## src/rtl/xts_cts_pkg.sv

```systemverilog
// Shared types for the XTS ciphertext-stealing tail controller.
package xts_cts_pkg;
    // Controller sequencing states.
    typedef enum logic [2:0] {
        ST_IDLE,
        ST_FETCH,
        ST_REQ,
        ST_WAIT,
        ST_PART
    } cts_state_e;
endpackage

```

## src/rtl/xts_len_split.sv

```systemverilog
// Splits a byte length into its count of full blocks and its remainder.
// Assumes BLK_BYTES is a power of two.
module xts_len_split #(
    parameter  int LEN_W     = 16,
    parameter  int BLK_BYTES = 16,
    localparam int OFF_W     = $clog2(BLK_BYTES),
    localparam int CNT_W     = LEN_W - OFF_W
) (
    input  logic [LEN_W-1:0] len,
    output logic [CNT_W-1:0] nfull,
    output logic [OFF_W-1:0] rem,
    output logic             has_tail
);
    // Block count and remainder are plain bit slices of the length.
    always_comb begin
        nfull    = len[LEN_W-1:OFF_W];
        rem      = len[OFF_W-1:0];
        has_tail = (len[OFF_W-1:0] != '0);
    end
endmodule

```

## src/rtl/xts_tail_merge.sv

```systemverilog
// Builds the low-byte keep mask for a remainder and merges the partial
// input bytes over a held block. Assumes rem < BLK_BYTES.
module xts_tail_merge #(
    parameter  int BLK_BYTES = 16,
    localparam int BLK_W     = BLK_BYTES * 8,
    localparam int OFF_W     = $clog2(BLK_BYTES)
) (
    input  logic [OFF_W-1:0]     rem,
    input  logic [BLK_W-1:0]     part,
    input  logic [BLK_W-1:0]     held,
    output logic [BLK_W-1:0]     merged,
    output logic [BLK_BYTES-1:0] keep
);
    for (genvar b = 0; b < BLK_BYTES; b++) begin : g_byte
        // Byte b belongs to the partial data when it lies below the remainder.
        assign keep[b]            = (rem > OFF_W'(b));
        // Partial byte where kept, held byte elsewhere.
        assign merged[8*b +: 8]   = keep[b] ? part[8*b +: 8] : held[8*b +: 8];
    end
endmodule

```

## src/rtl/xts_cts_ctrl.sv

```systemverilog
// XTS message sequencer with ciphertext stealing on a 1..BLK_BYTES-1 byte
// tail. It issues one engine request at a time. Assumes msg_len >= BLK_BYTES,
// a tweak generator that presents T(k) and T(k+1) and steps on tw_adv, and
// an engine that answers every accepted request exactly once.
module xts_cts_ctrl
    import xts_cts_pkg::*;
#(
    parameter  int BLK_BYTES = 16,
    parameter  int LEN_W     = 16,
    localparam int BLK_W     = BLK_BYTES * 8,
    localparam int OFF_W     = $clog2(BLK_BYTES),
    localparam int CNT_W     = LEN_W - OFF_W
) (
    input  logic                 clk,
    input  logic                 rst_n,
    input  logic                 start,
    input  logic [LEN_W-1:0]     msg_len,
    input  logic                 decrypt,
    input  logic                 in_valid,
    output logic                 in_ready,
    input  logic [BLK_W-1:0]     in_data,
    output logic                 eng_req,
    input  logic                 eng_req_rdy,
    output logic [BLK_W-1:0]     eng_data,
    output logic [BLK_W-1:0]     eng_tweak,
    output logic                 eng_enc,
    input  logic                 eng_rsp_vld,
    input  logic [BLK_W-1:0]     eng_rsp_data,
    input  logic [BLK_W-1:0]     tw_cur,
    input  logic [BLK_W-1:0]     tw_nxt,
    output logic                 tw_adv,
    output logic                 out_valid,
    output logic [BLK_W-1:0]     out_data,
    output logic [BLK_BYTES-1:0] out_be,
    output logic                 done
);
    cts_state_e           state_q;
    logic                 dec_q, steal_q, tail_q;
    logic [OFF_W-1:0]     rem_q;
    logic [CNT_W-1:0]     left_q;
    logic [BLK_W-1:0]     data_q, hold_q;
    logic                 out_valid_q, done_q, adv_q;
    logic [BLK_W-1:0]     out_data_q;
    logic [BLK_BYTES-1:0] out_be_q;

    logic [CNT_W-1:0]     nfull;
    logic [OFF_W-1:0]     rem;
    logic                 has_tail;
    logic [BLK_W-1:0]     merged;
    logic [BLK_BYTES-1:0] keep;
    logic                 last_body, use_nxt;

    xts_len_split #(.LEN_W(LEN_W), .BLK_BYTES(BLK_BYTES)) i_split (
        .len      (msg_len),
        .nfull    (nfull),
        .rem      (rem),
        .has_tail (has_tail)
    );

    xts_tail_merge #(.BLK_BYTES(BLK_BYTES)) i_merge (
        .rem    (rem_q),
        .part   (in_data),
        .held   (hold_q),
        .merged (merged),
        .keep   (keep)
    );

    // Handshake strobes and the tweak choice; decrypt-steal takes the later tweak first.
    always_comb begin
        last_body = (left_q == CNT_W'(1));
        use_nxt   = dec_q && steal_q && last_body && !tail_q;
        in_ready  = (state_q == ST_FETCH);
        eng_req   = (state_q == ST_REQ);
        eng_data  = data_q;
        eng_tweak = use_nxt ? tw_nxt : tw_cur;
        eng_enc   = !dec_q;
        tw_adv    = adv_q;
        out_valid = out_valid_q;
        out_data  = out_data_q;
        out_be    = out_be_q;
        done      = done_q;
    end

    // Message sequencer: body blocks, optional steal step, then the short tail word.
    always_ff @(posedge clk) begin
        if (!rst_n) begin
            state_q     <= ST_IDLE;
            dec_q       <= 1'b0;
            steal_q     <= 1'b0;
            tail_q      <= 1'b0;
            rem_q       <= '0;
            left_q      <= '0;
            data_q      <= '0;
            hold_q      <= '0;
            out_valid_q <= 1'b0;
            out_data_q  <= '0;
            out_be_q    <= '0;
            done_q      <= 1'b0;
            adv_q       <= 1'b0;
        end else begin
            out_valid_q <= 1'b0;
            done_q      <= 1'b0;
            adv_q       <= 1'b0;
            unique case (state_q)
                ST_IDLE: begin
                    if (start) begin
                        dec_q   <= decrypt;
                        rem_q   <= rem;
                        steal_q <= has_tail;
                        left_q  <= nfull;
                        tail_q  <= 1'b0;
                        state_q <= ST_FETCH;
                    end
                end
                ST_FETCH: begin
                    if (in_valid) begin
                        data_q  <= tail_q ? merged : in_data;
                        state_q <= ST_REQ;
                    end
                end
                ST_REQ: begin
                    if (eng_req_rdy) state_q <= ST_WAIT;
                end
                ST_WAIT: begin
                    if (eng_rsp_vld) begin
                        if (tail_q) begin
                            out_valid_q <= 1'b1;
                            out_data_q  <= eng_rsp_data;
                            out_be_q    <= '1;
                            state_q     <= ST_PART;
                        end else if (last_body && steal_q) begin
                            hold_q  <= eng_rsp_data;
                            tail_q  <= 1'b1;
                            adv_q   <= !dec_q;
                            state_q <= ST_FETCH;
                        end else begin
                            out_valid_q <= 1'b1;
                            out_data_q  <= eng_rsp_data;
                            out_be_q    <= '1;
                            adv_q       <= 1'b1;
                            left_q      <= left_q - CNT_W'(1);
                            if (last_body) begin
                                done_q  <= 1'b1;
                                state_q <= ST_IDLE;
                            end else begin
                                state_q <= ST_FETCH;
                            end
                        end
                    end
                end
                ST_PART: begin
                    out_valid_q <= 1'b1;
                    out_data_q  <= hold_q;
                    out_be_q    <= keep;
                    done_q      <= 1'b1;
                    state_q     <= ST_IDLE;
                end
                default: state_q <= ST_IDLE;
            endcase
        end
    end

    // ---------------- assertions ----------------
    logic [CNT_W:0]   chk_acc_q;
    logic [CNT_W-1:0] chk_full_q;

    // Counts source words taken since the last accepted start, for R7.
    always_ff @(posedge clk) begin
        if (!rst_n) begin
            chk_acc_q  <= '0;
            chk_full_q <= '0;
        end else if (state_q == ST_IDLE && start) begin
            chk_acc_q  <= '0;
            chk_full_q <= nfull;
        end else if (in_valid && in_ready) begin
            chk_acc_q  <= chk_acc_q + 1'b1;
        end
    end

    p_len_ok_r1: assert property (@(posedge clk) disable iff (!rst_n)
        (start && state_q == ST_IDLE) |-> (msg_len >= LEN_W'(BLK_BYTES)));
    p_one_outstanding_r2: assert property (@(posedge clk) disable iff (!rst_n)
        (eng_req && eng_req_rdy) |=> !eng_req);
    p_req_hold_r2: assert property (@(posedge clk) disable iff (!rst_n)
        (eng_req && !eng_req_rdy) |=> (eng_req && $stable(eng_data) && $stable(eng_tweak)));
    p_done_with_out_r3: assert property (@(posedge clk) disable iff (!rst_n)
        done |-> out_valid);
    p_be_shape_r6: assert property (@(posedge clk) disable iff (!rst_n)
        out_valid |-> ((out_be != '0) && ((out_be & (out_be + 1'b1)) == '0)));
    p_part_after_full_r6: assert property (@(posedge clk) disable iff (!rst_n)
        (out_valid && out_be != '1) |-> ($past(out_valid) && $past(out_be) == '1 && done));
    p_tail_read_first_r7: assert property (@(posedge clk) disable iff (!rst_n)
        (out_valid && out_be != '1) |-> (chk_acc_q == {1'b0, chk_full_q} + 1'b1));
    p_adv_after_rsp_r8: assert property (@(posedge clk) disable iff (!rst_n)
        tw_adv |-> $past(eng_rsp_vld));
endmodule

```

## config.mk

```make
export PLATFORM = sky130hd
export DESIGN_NAME = xts_cts_ctrl
export DESIGN_NICKNAME = d
export VERILOG_FILES = /design/src/rtl/xts_cts_pkg.sv /design/src/rtl/xts_len_split.sv /design/src/rtl/xts_tail_merge.sv /design/src/rtl/xts_cts_ctrl.sv
export SDC_FILE = /design/constraint.sdc
export NUM_CORES = 1
export LEC_CHECK = 0
export CORE_AREA = 2 2 367 369
export DETAILED_ROUTE_END_ITERATION = 12
export DIE_AREA = 0 0 369 371
export GPL_TIMING_DRIVEN = 0
export PLACE_DENSITY = 0.48
export SLEW_MARGIN = 15
export SYNTH_ARGS = -nofsm -noshare
export SYNTH_HDL_FRONTEND = slang
export SYNTH_SLANG_ARGS = --single-unit
export TNS_END_PERCENT = 50
```

## constraint.sdc

```tcl
create_clock -name clk -period 3.5 [get_ports clk]
set_input_delay 0.875 -clock clk [delete_from_list [all_inputs] [get_ports clk]]
set_output_delay 0.875 -clock clk [all_outputs]
set_load 0.01 [all_outputs]
```

-- After elaboration in Yosys (flattened, before gate mapping)
Index checks and enable logic that the tools add are counted.
- muxes and demuxes: 54
- $lt $le $gt $ge: 16
- add/sub/neg operators: 1
- equal/unequal tests: 12
- bitwise logic cells: 4
- reduce and logical (&&, ||, !) cells: 18
- operator list (cell ; number):
    $mux 128 ; 5
    $pmux 128 s2 ; 1
    $mux 8 ; 16
    $mux 12 ; 4
    $mux 16 ; 3
    $gt 4x4->1 const B ; 8
    $pmux 16 s2 ; 1
    $pmux 12 s2 ; 1
    $gt 4x3->1 const B ; 4
    $mux 3 ; 5
    $mux 1 ; 14
    $eq 12x1->1 const B ; 1
    $pmux 3 s4 ; 1
    $sub 12x1->12 const B ; 1
    $ne 2x2->1 const B ; 5
    $gt 4x1->1 const B ; 2
    $gt 4x2->1 const B ; 2
    $reduce_and 4->1 ; 2
    $eq 3x2->1 const B ; 2
    $pmux 1 s2 ; 3
    $reduce_and 3->1 ; 2
    $reduce_and 5->1 ; 1
    $logic_and 1x1->1 ; 4
    $not 1->1 ; 4
    10 further kinds ; 13
- output and inout bits: 406
- input bits: 535
- bits in registers: 425
- logic and storage cells: 118

-- Logic depth before layout (Yosys ltp)
Gate-level depths: netlist (run 1).
- depth after elaboration: 6
- depth in mapped cells: 9
- gate-level depth less buffers: 7

-- By module
A second synthesis (run 1) with hierarchy kept.
- cell total of the unflattened synthesis: 2304
- area total of the unflattened synthesis: 21140.3 um^2
- by module, submodules not included (module ; instances ; sequential area each (um^2) ; cells an instance ; area an instance (um^2)):
    xts_cts_ctrl ; 1 ; 8508.2 ; 2118 ; 19298.5
    xts_tail_merge ; 1 ; 0.0 ; 169 ; 1714.1
    xts_len_split ; 1 ; 0.0 ; 17 ; 127.6

-- Least setup slack after synthesis (run 1)
No wires, ideal clock.
- path kind: reg-to-output
- from: reg left_q[6]
- to: out eng_tweak[107]
- cell stages (with the launch flop): 8
- data required time: 2625 ps
- arrival: 2451 ps
- buffers on the path: 3
- setup slack: 174 ps
- path through: dfxtp_1 > or4_1 > buf_2 > or4_4 > or3_1 > buf_2 > buf_6 > mux2_4
- longest elaborated chain between the ends: 4
- ends and longest elaborated chain (element ; line ; RTL):
    from (decl) ; xts_cts_ctrl.sv:40 ; logic [CNT_W-1:0] left_q;
    from (signal assigned) ; xts_cts_ctrl.sv:110 ; left_q <= nfull;
    from (signal assigned) ; xts_cts_ctrl.sv:141 ; left_q <= left_q - CNT_W'(1);
    $eq 12x1->1 ; xts_cts_ctrl.sv:70 ; last_body = (left_q == CNT_W'(1));
    $logic_and 1x1->1 (2 in series) ; xts_cts_ctrl.sv:71 ; use_nxt = dec_q && steal_q && last_body && !tail_q;
    $mux 128 ; xts_cts_ctrl.sv:75 ; eng_tweak = use_nxt ? tw_nxt : tw_cur;
    to (decl) ; xts_cts_ctrl.sv:25 ; output logic [BLK_W-1:0] eng_tweak,
Every way passes these cells.

-- Worst setup path after layout (run 1)
- from: reg left_q[9]
- to: out eng_tweak[14]
Same word-level chain as after synthesis.

==> results.cfg, run 1 <==
[outcome]
status = finished, violations left
violations = negative setup slack

[placed_design]
gp_congestion = 1.047
dpl.hpwl_mm = 135.3
io_buffers = 940
dpl_cell_area_um2 = 30840
placed_cells = 4863

[flow_run]
max_cap_violations = 0

[synthesis]
ys_types = 54
synthMuxAreaShare_pct = 15.08
postSynthCellCount = 2149
ys_warn_count = 0
synthFlopType = dfxtp_1
synth_edf_count = 0
synth_top_family_by_area = compound AO/OA/AOI/OAI gates
avgSynthCellArea_um2 = 8.871
synth_nets = 2686
yosys.area_share.adder_pct = 0.1313
synthDominantCellAreaShare_pct = 44.63
synth.ff_latch_count = 425
synth-simple-area-share_pct = 14.28
synthXorXnorAreaFrac_pct = 0
synth_top_area_cell = dfxtp_1
seq_area_frac_synth_pct = 44.63
synth_compound_area_share_pct = 21.11
async_flop_share_pct = 0
synthTopCellsByArea = dfxtp_1 45%, mux2_4 9.5%, a21oi_1 7.5%
syn_area_um2 = 19060

[cells_and_area]
multi_input_area_um2 = 9694
final_common_cell = clkdlybuf4s50_1
layout_common_cells = 812 x clkdlybuf4s50_1, 421 x dfxtp_1, 328 x nand2_1
nNetsFinal = 3717
drive_gt1_share_pct = 14.07
area_growth_pct = 75.40
fillers = 14450
finalInstanceArea_um2 = 33440
regArea_um2 = 8516
final_util_pct = 25.18
layout.cells.non_filler = 5018

[worst_hold_path]
hp-start = out_be[15]
min_delay_worst_endpoint = out_be[15]
hold_class = reg2reg
hold_depth = 2

[setup_path]
r2r-start = left_q[9]
path_cells = or4_4, or4_4, or3_4, buf_12, buf_16, buf_6, mux2_4, buf_6
cp_max_fo = 8
path_buf_inv = 4
cpMaxStageDelayCell = or4_4
ff2ff_setup_slack_ns = -0.12
r2r_end = hold_q[98]
reg2regPathDepth = 8
worst_ep_required_time_ns = 2.62
cp_top_family = simple AND/OR/NAND/NOR gates
cpPeakStageDelay_ns = 0.54
worst_setup_path_end_kind = primary output
crit_type = reg2out
worstPathArrival_ns = 3.43
critical_path.startpoint_type = register

[power_and_ir_drop]
p_int_mw = 10.07
combPwrFrac_pct = 20.8
vdd.ir_drop.worst_mv = 0.3767
power_switching_mw = 4.121
p_leak_nw = 12.26
clkPwrFrac_pct = 42.5
power_density_nw_per_um2 = 424.3
switching_share_pct = 29.05
p_seq_share_pct = 36.7

[sta]
setup_viol = 138
fmax_mhz = 232.1
whs_ns = 0.4711
worst_slew_pin_slew_ns = 1.255
maxSlewHeadroom_pct = 16.31
tns_ns = -89.92
hold_viol = 0
fin_skew_ns = 0.02819
fin_ws_ns = -0.8084
rsz0062_at_grt = true
fin_crit_ns = 4.308
drv_slew = 0
timing.final.crit_share_pct = 123.1

[die]
core_area_um2 = 132800
row_count = 134
die_area_um2 = 136900
initial_core_util_pct = 14.36
ios = 941
die_w_um = 369
die_h_um = 371

[cts]
numCtsBuffers = 56
clk_pin_slew_worst_paths_ns = 0.07
insertion_delay_ns = 0.66
hold_buffers = 0
cts.root.buffer_cell = clkbuf_16
cts_buffer_depth = 3
h-tree-depth = 2
cts_tree = yes
cts_num_sinks = 425

[drt]
ant_nets = 0
drc = 0
finalWirelength_mm = 160.8
drtIter0Drc = 1597
drt_first_pass_iters = 5
via_per_inst = 4.288
vias = 21520
wl_per_cell_um = 32.03

[grt]
antenna_found_initial = 110
grt_max_degree = 16
gr-total-overflow = 0
track_usage_pct = 22.43
grt_pass1_vias = 20810
grt_pass1_wl_mm = 203.9
-- stage by stage --
step           power [mW]  worst slack (ns)
5_1_grt             14.74           -0.8916
4_1_cts             14.37            -1.047
6_report            14.19           -0.8084
3_5_place_dp        8.269            -1.063
3_3_place_gp        8.243            -1.513
2_1_floorplan       6.334            0.1741
-- cells by family (layout without fill, tap and decap cells) --
group / count (synthesis) / after routing
AOI/OAI and AO/OA: 610 / 610
and+or+nand+nor: 678 / 678
other: 0 / 30
muxes: 225 / 225
DFF: 425 / 425
adders and majority gates: 2 / 2
buffers and inverters: 209 / 1280
-- repair_timing --
action | CTS | global route
hold endpoints to repair | 0 | 0
gates resized for setup | 637 | 134
pin swaps | 3 | 1
gates cloned | 2 | 6
setup buffers | 16 | 5
endpoints found under the setup margin | 201 | 367
-- worst min-delay path, cell delays in order, from the launching register on --
cell	delay, ns
dfxtp_1	0.32
inv_1	0.05
a211oi_1	0.05
-- routing by layer --
metal / vias to the layer above / track usage [%] / part of all wire (%) / wire (µm)
met5: - / 0 / 0.082 / 132
met1: 10420 / 27.56 / 41 / 65840
met4: 20 / 5.934 / 2.6 / 4245
li1: 9863 / - / - / -
met3: 204 / 6.562 / 8.5 / 13590
met2: 1015 / 38.01 / 48 / 76950
-- Yosys cell counts (19+ instances only) --
master    instances
nand3_1          35
clkbuf_1        145
mux2_4          120
nand2_1         328
a21oi_1         285
buf_1            19
dfxtp_1         425
a311oi_1         32
nor2_1          270
mux2i_1          96
a211oi_1         92
o21ai_0          27
buf_2            24
o221ai_1        128
-- power by group through the flow --
stage / sequential (mW) / combinational, mW / clock (mW)
5_1_grt: 5.23 / 3.14 / 6.36
3_5_place_dp: 5.31 / 2.96 / 0
4_1_cts: 5.21 / 2.96 / 6.20
2_1_floorplan: 5.37 / 0.964 / 0
6_report: 5.21 / 2.95 / 6.02
3_3_place_gp: 5.31 / 2.94 / 0
-- registers in the layout (all words and copies together) (netlist names), 3 cells and up --
name / count
left_q: 12
eng_data: 128
out_be: 16
out_data: 128
hold_q: 128
state_q: 3
rem_q: 4
-- worst max-delay path by stage --
stage          cells past startpoint  startpoint             end  slack (ns)
2_1_floorplan                      7   left_q[6]  eng_tweak[107]        0.17
3_3_place_gp                       6       rst_n    out_data[90]       -1.51
3_5_place_dp                       8   left_q[6]    eng_tweak[9]       -1.06
4_1_cts                            9   left_q[9]   eng_tweak[92]       -1.05
5_1_grt                            8   left_q[9]   eng_tweak[58]       -0.89
6_report                           8   left_q[9]   eng_tweak[14]       -0.81
-- layout make-up --
type | instances | area share [%]
clock buffer | 77 | 4.726
inverter | 8 | 0.08980
timing repair buffer | 974 | 29.90
buffer | 200 | 3.132
sequential | 425 | 25.47
clock inverter | 21 | 0.8531
antenna | 30 | 0.2245
multi-input combinational | 1515 | 28.99
tap | 1768 | 6.615
Note: power is estimated with default switching activity, not from simulation.
==> inputs of run 2 (changes only) <==
- PLACE_DENSITY: 0.48 -> not set
- PLACE_DENSITY_LB_ADDON: not set -> 0.1
- SLEW_MARGIN: 15 -> not set
==> run 2 against run 1 <==
  * The flow still finishes with violations (negative setup slack)
  * Sequential cell count did not move
  * Clock power is 7.3% higher
  * Sequential power about the same
  * Global-route usage shrank 2.1 points
  * Utilization fell by 0.13 points
  * Critical endpoint is now eng_tweak[106]
  * Largest cell class unchanged
  * Largest power group unchanged
  * Highest routed layer unchanged
==> results.cfg, run 2 (same netlist as run 1, synthesis figures left out) <==
[drt]
drt_first_pass_iters = 5
drtIter0Drc = 1083
vias = 20960
wl_per_cell_um = 29.02
ant_nets = 0
finalWirelength_mm = 145.6
drc = 0
via_per_inst = 4.179

[cts]
cts_num_sinks = 425
hold_buffers = 0
clk_pin_slew_worst_paths_ns = 0.06
cts_tree = yes
h-tree-depth = 2
numCtsBuffers = 58
cts_buffer_depth = 3
cts.root.buffer_cell = clkbuf_16
insertion_delay_ns = 0.68

[sta]
fin_ws_ns = -0.7863
hold_viol = 0
fin_crit_ns = 4.286
timing.final.crit_share_pct = 122.5
maxSlewHeadroom_pct = 4.125
fmax_mhz = 233.3
tns_ns = -85.80
worst_slew_pin_slew_ns = 1.430
whs_ns = 0.4630
drv_slew = 0
fin_skew_ns = 0.05935
rsz0062_at_grt = true
setup_viol = 128

[setup_path]
critical_path.startpoint_type = register
cpPeakStageDelay_ns = 0.54
cp_max_fo = 9
crit_type = reg2out
cpMaxStageDelayCell = or4_4
timing.critical_path.mode_cell = or4_4
worst_ep_required_time_ns = 2.62
reg2regPathDepth = 6
path_buf_inv = 3
ff2ff_setup_slack_ns = 0.17
r2r-start = state_q[0]
r2r_end = eng_data[19]
path_cells = or4_4, or4_4, or3_4, buf_12, buf_16, mux2_4, buf_6
worst_setup_path_end_kind = primary output
cp_top_family = simple AND/OR/NAND/NOR gates
worstPathArrival_ns = 3.41

[die]
die_w_um = 369
initial_core_util_pct = 14.36
row_count = 134
core_area_um2 = 132800
die_area_um2 = 136900
die_h_um = 371
ios = 941

[grt]
grt_pass1_vias = 21510
track_usage_pct = 20.34
gr-total-overflow = 0
grt_max_degree = 20
grt_pass1_wl_mm = 191.2
antenna_found_initial = 73

[power_and_ir_drop]
power_density_nw_per_um2 = 436.3
p_leak_nw = 12.18
vdd.ir_drop.worst_mv = 0.3513
finalPower_mw = 14.52

[flow_run]
max_cap_violations = 0

[cells_and_area]
area_growth_pct = 74.50
nNetsFinal = 3703
fillers = 14460
final_common_cell = clkdlybuf4s50_1
finalInstanceArea_um2 = 33270
layout_common_cells = 812 x clkdlybuf4s50_1, 421 x dfxtp_1, 328 x nand2_1
drive_gt1_share_pct = 13.85

[placed_design]
dpl_cell_area_um2 = 30730
dpl.hpwl_mm = 118.3
gp_congestion = 0.8579
io_buffers = 940

[outcome]
status = finished, violations left
violations = negative setup slack

[worst_hold_path]
hp-start = out_be[15]
min_delay_worst_endpoint = out_be[15]
hold_class = reg2reg
hold_depth = 2
[run 2: cell count changes in the layout (fill, tap and decap cells not counted), sizes merged]
cell and change:
clkinv +10, diode +6, inv -6, buf -5, clkbuf -5, clkdlybuf4s15 -3
bufinv +1
[run 2: layout make-up]
cell class              count  area, µm²  share of cell area (%)
inverters                   8      30.03                 0.09026
multi-input cells        1515       9676                   29.08
clock buffers              80       1725                   5.186
flip-flops and latches    425       8516                   25.60
clock inverters            26      322.8                  0.9703
well taps                1768       2212                   6.649
diodes                     36      90.09                  0.2708
plain buffers             199       1018                   3.061
repair buffers            959       9678                   29.09
[run 2: metrics by stage]
stage	cells	util, %	setup slack [ns]
final	5016	25.05	-0.7863
after CTS	4977	24.85	-0.9530
after global placement	4857	23.11	-1.406
after detailed placement	4859	23.14	-1.052
after floorplan	2149	-	0.1741
after global routing	5000	25.02	-0.8595
[run 2: what timing repair did]
action                                  in CTS  in global routing
setup buffers                                8                  0
resized for setup                          657                 30
pin swaps                                    3                  1
endpoints found under the setup margin     311                177
cloned                                       5                  4
[run 2: power by group]
| group | internal (mW) | total [mW] | leakage (nW) | switching [mW] |
|---|---|---|---|---|
| Clock | 3.87 | 6.46 | 1.02 | 2.59 |
| Sequential | 5.06 | 5.21 | 3.45 | 0.148 |
| Combinational | 1.45 | 2.85 | 7.71 | 1.40 |
[run 2: worst max-delay path by stage]
stage / start / endpoint / slack [ns] / cells past startpoint
after floorplan: left_q[6] / eng_tweak[107] / 0.17 / 7
after global placement: rst_n / out_data[91] / -1.41 / 6
after detailed placement: rst_n / rem_q[3] / -1.05 / 6
after CTS: left_q[9] / eng_tweak[106] / -0.95 / 8
after global routing: left_q[9] / eng_tweak[106] / -0.86 / 7
final: left_q[9] / eng_tweak[106] / -0.79 / 7
[run 2: worst min-delay path, delay by kind of cell, from the launching register on]
kind | cells | cell delay (ns)
flip-flops | 1 | 0.31
buffers and inverters | 1 | 0.05
AO/OA/AOI/OAI | 1 | 0.05
[run 2: routing by layer]
layer  GRT usage [%]  share of wire [%]
met1           22.36                 38
met2           36.68                 51
met3           5.720                6.7
met4           8.124                3.7
met5               0               0.16
